==> config.mk <==
export PLATFORM = sky130hd
export DESIGN_NAME = blit_stamp_seq
export DESIGN_NICKNAME = d
export VERILOG_FILES = /design/src/rtl/blit_pkg.sv /design/src/rtl/blit_scan_ctr.sv /design/src/rtl/blit_pixel_xform.sv /design/src/rtl/blit_dest_place.sv /design/src/rtl/blit_stamp_seq.sv
export SDC_FILE = /design/constraint.sdc
export NUM_CORES = 1
export LEC_CHECK = 0
export BUFFER_PORTS_ARGS = -buffer_cell sky130_fd_sc_hd__buf_2
export CORE_ASPECT_RATIO = 0.5
export CORE_MARGIN = 4
export CORE_UTILIZATION = 55
export DETAILED_ROUTE_END_ITERATION = 12
export GPL_ROUTABILITY_DRIVEN = 0
export PLACE_DENSITY = 0.89
export SETUP_SLACK_MARGIN = 0.4
export SYNTH_ARGS = -nofsm -noshare
export SYNTH_HDL_FRONTEND = slang
export SYNTH_HIERARCHICAL = 1
export SYNTH_SLANG_ARGS = --single-unit
==> constraint.sdc <==
create_clock -name clk -period 4.9 [get_ports clk]
set_clock_uncertainty 0.05 [all_clocks]
set_input_delay 0.735 -clock clk [delete_from_list [all_inputs] [get_ports clk]]
set_output_delay 0.735 -clock clk [all_outputs]
set_load 0.02 [all_outputs]
==> src/rtl/blit_pkg.sv <==
package blit_pkg;
   typedef enum logic [1:0] {
      ST_IDLE  = 2'd0,
      ST_READ  = 2'd1,
      ST_WAIT  = 2'd2,
      ST_WRITE = 2'd3
   } blit_state_e;
endpackage

==> src/rtl/blit_scan_ctr.sv <==
// Raster walker over an inclusive box [0..lim_w] x [0..lim_h].
module blit_scan_ctr #(
   parameter int BW = 8
) (
   input  logic          clk,
   input  logic          rst_n,
   input  logic          clear,
   input  logic          step,
   input  logic [BW-1:0] lim_w,
   input  logic [BW-1:0] lim_h,
   output logic [BW-1:0] cx,
   output logic [BW-1:0] cy,
   output logic          last
);
   logic row_end;

   assign row_end = (cx == lim_w);
   assign last    = row_end && (cy == lim_h);

   always_ff @(posedge clk) begin
      if (!rst_n || clear) begin
         cx <= '0;
         cy <= '0;
      end else if (step && !last) begin
         if (row_end) begin
            cx <= '0;
            cy <= cy + 1'b1;
         end else begin
            cx <= cx + 1'b1;
         end
      end
   end
endmodule

==> src/rtl/blit_pixel_xform.sv <==
// Two-stage colour XOR with optional transparency on a zero keyed value.
module blit_pixel_xform #(
   parameter int PW       = 8,
   parameter bit HAS_MASK = 1'b1
) (
   input  logic [PW-1:0] src,
   input  logic [PW-1:0] key,
   input  logic [PW-1:0] draw,
   input  logic          mask_en,
   output logic [PW-1:0] pix,
   output logic          skip
);
   logic [PW-1:0] keyed;

   assign keyed = src ^ key;
   assign pix   = keyed ^ draw;

   generate
      if (HAS_MASK) begin : g_mask
         assign skip = mask_en && (keyed == '0);
      end else begin : g_nomask
         assign skip = 1'b0;
      end
   endgenerate
endmodule

==> src/rtl/blit_dest_place.sv <==
// Top-left corner of the destination stamp.
module blit_dest_place #(
   parameter int CW         = 12,
   parameter int BW         = 8,
   parameter bit HAS_CENTER = 1'b1
) (
   input  logic [CW-1:0] px,
   input  logic [CW-1:0] py,
   input  logic [BW-1:0] box_w,
   input  logic [BW-1:0] box_h,
   input  logic          center_en,
   output logic [CW-1:0] ox,
   output logic [CW-1:0] oy
);
   localparam int HW = BW + 1;

   generate
      if (HAS_CENTER) begin : g_center
         logic [HW-1:0] half_w, half_h;
         assign half_w = ({1'b0, box_w} + HW'(1)) >> 1;
         assign half_h = ({1'b0, box_h} + HW'(1)) >> 1;
         assign ox = center_en ? (px - CW'(half_w)) : px;
         assign oy = center_en ? (py - CW'(half_h)) : py;
      end else begin : g_corner
         logic unused_c;
         assign unused_c = center_en ^ (^box_w) ^ (^box_h);
         assign ox = px;
         assign oy = py;
      end
   endgenerate
endmodule

==> src/rtl/blit_stamp_seq.sv <==
module blit_stamp_seq
   import blit_pkg::*;
#(
   parameter int CW         = 12,
   parameter int PW         = 8,
   parameter int BW         = 8,
   parameter int AW         = 20,
   parameter bit HAS_MASK   = 1'b1,
   parameter bit HAS_CENTER = 1'b1
) (
   input  logic          clk,
   input  logic          rst_n,
   input  logic          req_valid,
   output logic          req_ready,
   input  logic [CW-1:0] req_x,
   input  logic [CW-1:0] req_y,
   input  logic [PW-1:0] req_color,
   input  logic          cfg_enable,
   input  logic          cfg_mask_en,
   input  logic          cfg_center_en,
   input  logic [PW-1:0] cfg_color_xor,
   input  logic [BW-1:0] cfg_box_w,
   input  logic [BW-1:0] cfg_box_h,
   input  logic [CW-1:0] cfg_src_x,
   input  logic [CW-1:0] cfg_src_y,
   input  logic [AW-1:0] cfg_src_base,
   input  logic [CW-1:0] cfg_src_stride,
   output logic          rd_valid,
   input  logic          rd_ready,
   output logic [CW-1:0] rd_x,
   output logic [CW-1:0] rd_y,
   output logic [AW-1:0] rd_base,
   output logic [CW-1:0] rd_stride,
   input  logic          rsp_valid,
   input  logic [PW-1:0] rsp_data,
   output logic          wr_valid,
   input  logic          wr_ready,
   output logic [CW-1:0] wr_x,
   output logic [CW-1:0] wr_y,
   output logic [PW-1:0] wr_color,
   output logic          busy,
   output logic          done
);
   initial begin
      assert (BW <= CW) else $error("box counter wider than coordinates");
      assert (PW >= 1 && CW >= 2 && AW >= 1) else $error("bad widths");
   end

   blit_state_e st;

   logic          en_q, mk_q, ce_q;
   logic [CW-1:0] px_q, py_q, sx_q, sy_q, stride_q;
   logic [PW-1:0] col_q, key_q, pix_q;
   logic [BW-1:0] w_q, h_q;
   logic [AW-1:0] base_q;
   logic          done_q;

   logic          accept, step, finish, last, last_eff;
   logic [BW-1:0] cx, cy;
   logic [CW-1:0] ox, oy;
   logic [PW-1:0] xf_pix;
   logic          xf_skip;
   logic          rsp_take;

   assign accept   = req_valid && (st == ST_IDLE);
   assign rsp_take = (st == ST_WAIT) && rsp_valid;
   assign last_eff = !en_q || last;
   assign step     = (rsp_take && xf_skip) ||
                     ((st == ST_WRITE) && wr_ready && en_q);
   assign finish   = last_eff && ((rsp_take && xf_skip) ||
                                  ((st == ST_WRITE) && wr_ready));

   blit_scan_ctr #(.BW(BW)) u_scan (
      .clk   (clk),
      .rst_n (rst_n),
      .clear (accept),
      .step  (step),
      .lim_w (w_q),
      .lim_h (h_q),
      .cx    (cx),
      .cy    (cy),
      .last  (last)
   );

   blit_pixel_xform #(.PW(PW), .HAS_MASK(HAS_MASK)) u_xform (
      .src     (rsp_data),
      .key     (key_q),
      .draw    (col_q),
      .mask_en (mk_q),
      .pix     (xf_pix),
      .skip    (xf_skip)
   );

   blit_dest_place #(.CW(CW), .BW(BW), .HAS_CENTER(HAS_CENTER)) u_place (
      .px        (px_q),
      .py        (py_q),
      .box_w     (w_q),
      .box_h     (h_q),
      .center_en (ce_q),
      .ox        (ox),
      .oy        (oy)
   );

   always_ff @(posedge clk) begin
      if (!rst_n) begin
         st       <= ST_IDLE;
         en_q     <= 1'b0;
         mk_q     <= 1'b0;
         ce_q     <= 1'b0;
         px_q     <= '0;
         py_q     <= '0;
         sx_q     <= '0;
         sy_q     <= '0;
         stride_q <= '0;
         col_q    <= '0;
         key_q    <= '0;
         pix_q    <= '0;
         w_q      <= '0;
         h_q      <= '0;
         base_q   <= '0;
         done_q   <= 1'b0;
      end else begin
         done_q <= finish;
         unique case (st)
            ST_IDLE: begin
               if (accept) begin
                  en_q     <= cfg_enable;
                  mk_q     <= cfg_mask_en;
                  ce_q     <= cfg_center_en;
                  px_q     <= req_x;
                  py_q     <= req_y;
                  col_q    <= req_color;
                  key_q    <= cfg_color_xor;
                  w_q      <= cfg_box_w;
                  h_q      <= cfg_box_h;
                  sx_q     <= cfg_src_x;
                  sy_q     <= cfg_src_y;
                  base_q   <= cfg_src_base;
                  stride_q <= cfg_src_stride;
                  st       <= cfg_enable ? ST_READ : ST_WRITE;
               end
            end
            ST_READ: begin
               if (rd_ready) st <= ST_WAIT;
            end
            ST_WAIT: begin
               if (rsp_valid) begin
                  pix_q <= xf_pix;
                  if (xf_skip) st <= last ? ST_IDLE : ST_READ;
                  else         st <= ST_WRITE;
               end
            end
            ST_WRITE: begin
               if (wr_ready) st <= last_eff ? ST_IDLE : ST_READ;
            end
            default: st <= ST_IDLE;
         endcase
      end
   end

   assign req_ready = (st == ST_IDLE);
   assign busy      = (st != ST_IDLE);
   assign done      = done_q;

   assign rd_valid  = (st == ST_READ);
   assign rd_x      = sx_q + CW'(cx);
   assign rd_y      = sy_q + CW'(cy);
   assign rd_base   = base_q;
   assign rd_stride = stride_q;

   assign wr_valid  = (st == ST_WRITE);
   assign wr_x      = en_q ? (ox + CW'(cx)) : px_q;
   assign wr_y      = en_q ? (oy + CW'(cy)) : py_q;
   assign wr_color  = en_q ? pix_q : col_q;
endmodule

==> results.json, run 1 <==
{
  "slew-limit-headroom_pct": 28.9,
  "top_usage_layer": "met2",
  "max_freq_mhz": 200,
  "fin_crit_ns": 4.99,
  "design.die.area_sq_mm": 0.0188,
  "finalHoldViolations": 0,
  "min_period_over_period_pct": 102,
  "area_delta_synth_final_pct": 29.7,
  "end_kind": "output pin",
  "htree_levels": 4,
  "start_util_pct": 57.7,
  "ys.warnings.count": 6,
  "grt_pass1_vias": 9340,
  "grt_max_degree": 128,
  "cts_root_buffer": "clkbuf_16",
  "drv_cap": 0,
  "cts.sinks": 142,
  "synth_edf_count": 0,
  "num_vias": 9559,
  "yosysMostFrequentCell": "nand2_1",
  "chipWidth_um": 190,
  "io_pins": 222,
  "nFillCells": 1049,
  "ant_nets": 0,
  "synth_area_per_cell_sq_um": 8.11,
  "grt_pass1_wl_um": 45700,
  "drc": 0,
  "violations": "negative setup slack",
  "drt_wl_total_um": 30700,
  "holdCritPathClass": "reg2reg",
  "grtUsageMet2_pct": 50.4,
  "synth.largest_area_cell": "dfxtp_1",
  "cp.arrival_ns": 4.20,
  "gr-total-overflow": 0,
  "first_iter_violations": 938,
  "cts_buffers": 17,
  "drt-pass1-iter-count": 6,
  "status": "finished, violations left",
  "hpwl_um": 18500,
  "port_buffers": 221,
  "synth_top_area_share_pct": 31.2,
  "start_kind": "flip-flop",
  "track_usage_pct": 29.3,
  "clk_path_buf_depth": 2,
  "wl_per_cell_um": 19.3,
  "die_y_um": 99.1,
  "finalSetupViolCount": 2,
  "placed_cell_area_sq_mm": 0.0103,
  "final_core_util_pct": 74.8,
  "clk_pin_slew_ns": 0.07,
  "coreArea_sq_mm": 0.0158,
  "finalInstanceArea_sq_mm": 0.0118,
  "nets": 1544,
  "synth_nets": 1312,
  "antenna_found_initial": 4,
  "seq_area_frac_synth_pct": 31.2,
  "grtUsageMet3_pct": 7.93,
  "via_per_inst": 6.01,
  "cts_hold_buf": 0,
  "synthDistinctLibCells": 75,
  "drive_gt1_share_pct": 32.0,
  "diodes": 0,
  "met1_usage_pct": 34.6,
  "rsz0062_at_grt": "true",
  "clk_latency_ns": 0.43,
  "cts_tree": "built",
  "rows": 32,
  "p_leak_nw": 4.94,
  "crit_required_ns": 4.12,
  "syn_inst": 1125,
  "criticalPathCategory": "reg2out",
  "ir_worst_vdd_uv": 288,
  "synth.cell_area_sq_mm": 0.00912,
  "synth_top_flop_cell": "dfxtp_1",
  "synthTopCellsByArea": "dfxtp_1 31%, nand2_1 12%, ha_1 7.1%",
  "slew_viol_final": 0,
  "setup_ws_ns": -0.0886,
  "dp_slack_ns": 0.410,
  "synthArstFlopShare_pct": 0,
  "synthTopCellsByCount": "284 x nand2_1, 142 x dfxtp_1, 76 x a21boi_0, 65 x xnor2_1, 52 x ha_1",
  "synth_seq_cells": 142,
  "power_density_mw_per_mm2": 345,
  "crit_path_max_fanout": 4,
  "worst_slew_pin_slew_ns": 1.06
}
routing by layer:
| metal | wire [um] | part of all wire, % |
|---|---|---|
| met1 | 11600 | 38 |
| met5 | 48 | 0.16 |
| met4 | 1500 | 4.9 |
| met3 | 3010 | 9.8 |
| met2 | 14500 | 47 |
sequential cells by signal, indices dropped and copies added (netlist names), 2 cells and up:
| name | count |
|---|---|
| pix_q | 8 |
| u_scan/cy | 8 |
| w_q | 8 |
| sx_q | 12 |
| py_q | 12 |
| u_scan/cx | 8 |
| h_q | 8 |
| st | 2 |
| key_q | 8 |
| col_q | 8 |
| px_q | 12 |
| rd_stride | 12 |
| sy_q | 12 |
| rd_base | 20 |
repair_timing:
| item | in CTS | in global routing |
|---|---|---|
| buffers inserted | 25 | 11 |
| gates cloned | 0 | 0 |
| pin swaps | 31 | 45 |
| resized for setup | 87 | 51 |
| setup endpoints to repair | 15 | 14 |
cell families after synthesis:
kind of cell             share of synthesized area [%]
buffers and inverters                             3.83
AO/OA/AOI/OAI                                     22.3
AND/OR/NAND/NOR                                   20.5
adder cells (fa/ha/maj)                           8.45
flip-flops                                        31.2
multiplexers                                      4.18
XOR/XNOR                                          9.60
power by group:
group / internal [mW] / switching (mW) / leakage (nW) / total, mW
combinational: 0.577 / 0.803 / 3.49 / 1.38
sequential: 1.25 / 0.103 / 1.17 / 1.36
clock: 0.776 / 0.566 / 0.284 / 1.34
worst max-delay path: stages (launching register included):
cell and delay [ns]:
dfxtp_4 0.36, and4_4 0.24, nand4_1 0.18, xor2_1 0.29
ha_2 0.37, a2111o_1 0.39, o21ai_2 0.08, a21oi_2 0.08
xnor2_2 0.17, a21oi_2 0.25, ha_4 0.28, a21oi_4 0.19
buf_6 0.14, nand2_4 0.04, o21ai_2 0.18, xor2_1 0.23
a21oi_1 0.12, buf_4 0.19
stage by stage:
step | hold slack (ns) | TNS, ns | std cells | total power, mW
after floorplan | 0.382 | 0 | 1125 | 2.16
after global placement | 0.388 | 0 | 1523 | 2.41
after detailed placement | 0.394 | 0 | 1523 | 2.46
after CTS | 0.403 | 0 | 1580 | 3.91
after global routing | 0.419 | -0.324 | 1591 | 4.24
final | 0.402 | -0.126 | 1591 | 4.08
layout make-up:
class | count | area [sq um] | share of cell area, %
inverter | 28 | 106 | 0.900
multi-input combinational | 903 | 6480 | 54.8
tap | 221 | 277 | 2.34
clock buffer | 19 | 443 | 3.75
timing repair buffer | 265 | 1490 | 12.6
sequential | 142 | 2870 | 24.3
clock inverter | 13 | 154 | 1.30
cell usage in the layout, fill, tap and decap left out, types with 8 or more instances in the layout:
| cell type | instances |
|---|---|
| xor2_1 | 33 |
| buf_4 | 49 |
| nor2_1 | 37 |
| nand4_1 | 9 |
| inv_1 | 26 |
| a21oi_2 | 10 |
| mux2_2 | 25 |
| clkbuf_16 | 17 |
| ha_4 | 15 |
| dfxtp_1 | 134 |
| nand2_1 | 280 |
| o21ai_0 | 19 |
| ha_1 | 30 |
| xnor2_1 | 61 |
| nand3_1 | 29 |
| a21boi_0 | 76 |
| dfxtp_4 | 8 |
| a21oi_1 | 39 |
| o211ai_1 | 9 |
| o21a_1 | 8 |
| nand2b_1 | 9 |
| a21boi_1 | 49 |
| buf_2 | 210 |
worst paths after layout:
| check | cells past startpoint | slack, ns | to | start |
|---|---|---|---|---|
| worst max-delay path | 17 | -0.09 | wr_x[10] | w_q[0] |
| worst min-delay path | 2 | 0.40 | pix_q[6] | pix_q[6] |
| worst max register to register | 8 | 1.17 | u_scan/cx[7] | st[1] |
| worst min register to register | 2 | 0.40 | pix_q[6] | pix_q[6] |
Power figures use the tool's default switching activity.
==> run 2, diff against run 1 <==
--- a/config.mk
+++ b/config.mk
@@ -5,10 +5,11 @@
 export SDC_FILE = /design/constraint.sdc
 export NUM_CORES = 1
 export LEC_CHECK = 0
+export ABC_AREA = 1
 export BUFFER_PORTS_ARGS = -buffer_cell sky130_fd_sc_hd__buf_2
 export CORE_ASPECT_RATIO = 0.5
 export CORE_MARGIN = 4
-export CORE_UTILIZATION = 55
+export CORE_UTILIZATION = 56
 export DETAILED_ROUTE_END_ITERATION = 12
 export GPL_ROUTABILITY_DRIVEN = 0
 export PLACE_DENSITY = 0.89
==> run 2 against run 1 <==
Compared with the run above: the flow now finishes without violations; maximum frequency grew 13%; clock power is essentially flat; highest routed layer unchanged; area after synthesis increased by 9.0%; sequential cell count unchanged.
==> results.json, run 2 <==
{
  "finalHoldViolations": 0,
  "rsz0062_at_grt": "false",
  "via_per_inst": 5.17,
  "clk_path_buf_depth": 2,
  "start_util_pct": 57.1,
  "cts.sinks": 142,
  "hpwl_um": 19500,
  "synth.cell_area_sq_mm": 0.00994,
  "chipWidth_um": 196,
  "fin_tns_setup_ns": 0,
  "placed_cell_area_sq_mm": 0.0109,
  "synth_top_area_share_pct": 28.6,
  "cts_root_buffer": "clkbuf_16",
  "finalInstanceArea_sq_mm": 0.0118,
  "reg2reg_from": "en_q",
  "power_density_mw_per_mm2": 528,
  "diodes": 0,
  "synth_nets": 1709,
  "crit_path_max_fanout": 5,
  "first_iter_violations": 593,
  "cp.arrival_ns": 3.62,
  "worst_slew_pin_slew_ns": 0.876,
  "synth_seq_cells": 142,
  "seq_area_frac_synth_pct": 28.6,
  "drt-pass1-iter-count": 8,
  "cts_tree": "built",
  "drv_cap": 0,
  "ant_nets": 0,
  "die_y_um": 102,
  "synth_edf_count": 0,
  "total_power_mw": 6.23,
  "gr-total-overflow": 0,
  "min_from": "pix_q[3]",
  "drc": 0,
  "area_delta_synth_final_pct": 18.9,
  "largest_reg_flops": 20,
  "crit_required_ns": 4.12,
  "cts_buffers": 17,
  "finalNonFillerCells": 1972,
  "yosysMostFrequentCell": "nand2_1",
  "synthDistinctLibCells": 40,
  "holdCritPathClass": "reg2reg",
  "start_kind": "flip-flop",
  "synthTopCellsByArea": "dfxtp_1 29%, nand2_1 14%, nor2_1 8.6%",
  "clk_pin_slew_ns": 0.06,
  "grt_pass1_wl_um": 42500,
  "coreArea_sq_mm": 0.0174,
  "slew_viol_final": 0,
  "finalSetupViolCount": 0,
  "port_buffers": 221,
  "grt_max_degree": 77,
  "syn_inst": 1522,
  "min_period_over_period_pct": 89.9,
  "max_freq_mhz": 227,
  "layout_common_cells": "367 x nand2_1, 220 x nor2_1, 215 x buf_2",
  "wl_per_cell_um": 13.6,
  "clk_latency_ns": 0.42,
  "p_leak_nw": 6.01,
  "htree_levels": 4,
  "io_pins": 222,
  "track_usage_pct": 25.4,
  "drt_wl_total_um": 26800,
  "final_common_cell": "nand2_1",
  "dp_slack_ns": 0.815,
  "synth_top_flop_cell": "dfxtp_1",
  "fin_crit_ns": 4.41,
  "num_vias": 10200,
  "drive_gt1_share_pct": 23.9,
  "criticalPathCategory": "reg2out",
  "synthArstFlopShare_pct": 0,
  "synth.largest_area_cell": "dfxtp_1",
  "synthTopCellsByCount": "378 x nand2_1, 228 x nor2_1, 149 x inv_1, 142 x dfxtp_1, 89 x o21ai_0",
  "ir_worst_vdd_uv": 290,
  "slew-limit-headroom_pct": 41.6,
  "grt_pass1_vias": 9037,
  "nets": 1912,
  "end_kind": "output pin",
  "antenna_found_initial": 2,
  "status": "finished clean",
  "rows": 34,
  "startpoint": "w_q[0]",
  "ys.warnings.count": 6,
  "reg2reg_slack_ns": 2.26,
  "synth_area_per_cell_sq_um": 6.53,
  "setup_ws_ns": 0.495,
  "dp.cells": 1929,
  "design.die.area_sq_mm": 0.0201
}
-- run 2: cell types whose count changed after synthesis, moves of 46 or more --
cell	before	now
nor2_2	1	76
a21boi_0	76	2
a21boi_1	49	0
nand2_1	284	378
o21ai_1	8	79
nand3_1	36	82
nor2_1	40	228
o21ai_0	23	89
inv_1	26	149
-- run 2: metal layers --
metal  GRT usage [%]  up-vias  routed length (um)
li1                -     5266                   -
met3            6.23       51                1860
met5               0        -                  21
met2            41.6      310               12500
met1            33.9     4570               11900
met4            7.35        4                 507
-- run 2: layout make-up --
cell class	instances	area, sq um
fillers	1506	5580
inverters	157	594
repair buffers	237	1250
clock inverters	13	175
clock buffers	19	443
flip-flops and latches	142	2860
well taps	234	293
multi-input cells	1170	6200
-- run 2: cells by family after synthesis --
| kind of cell | Yosys count | share of synthesized area, % |
|---|---|---|
| buffers and inverters | 210 | 10.6 |
| adders and majority gates | 58 | 7.75 |
| xor gates and xnor gates | 57 | 5.02 |
| DFF | 142 | 28.6 |
| and+or+nand+nor | 820 | 35.9 |
| AOI/OAI and AO/OA | 235 | 12.1 |
-- run 2: power breakdown --
group / internal [mW] / switching [mW] / total, mW
combinational: 1.10 / 1.99 / 3.09
clock: 0.826 / 0.537 / 1.36
sequential: 1.46 / 0.315 / 1.78
total: 3.39 / 2.85 / 6.23
-- run 2: path summary, 6_finish.rpt --
check                               endpoint  cells after the start
worst max-delay path                 wr_x[9]                     21
worst min-delay path                pix_q[3]                      2
worst max register to register  u_scan/cx[7]                      7
worst min register to register      pix_q[3]                      2
-- run 2: metrics by stage --
stage,hold slack [ns],utilization (%)
3_5_place_dp,0.397,62.8
4_1_cts,0.407,66.3
3_3_place_gp,0.391,62.8
6_report,0.406,67.9
5_1_grt,0.434,67.9
2_1_floorplan,0.374,-
-- run 2: critical path, cell delays in order, from the launching register on --
cell	delay, ns
dfxtp_4	0.38
ha_4	0.16
nand3_2	0.10
nand3b_1	0.22
xor2_1	0.18
ha_1	0.38
nand2_2	0.13
inv_1	0.04
a21oi_1	0.13
nand2_1	0.10
nand2_1	0.07
nand2_1	0.05
o21ai_1	0.15
ha_1	0.31
nand2_2	0.14
inv_1	0.07
a21boi_2	0.16
nand3_1	0.09
nand2_1	0.06
nand3_1	0.06
nand2_1	0.10
buf_4	0.13
-- run 2: what timing repair did --
| action | 4_1_cts | 5_1_grt |
|---|---|---|
| endpoints found under the setup margin | 3 | 13 |
| setup buffers | 0 | 11 |
| pin swaps | 0 | 20 |
| hold buffers | 0 | 0 |
| gates resized for setup | 5 | 62 |
| cloned | 0 | 0 |
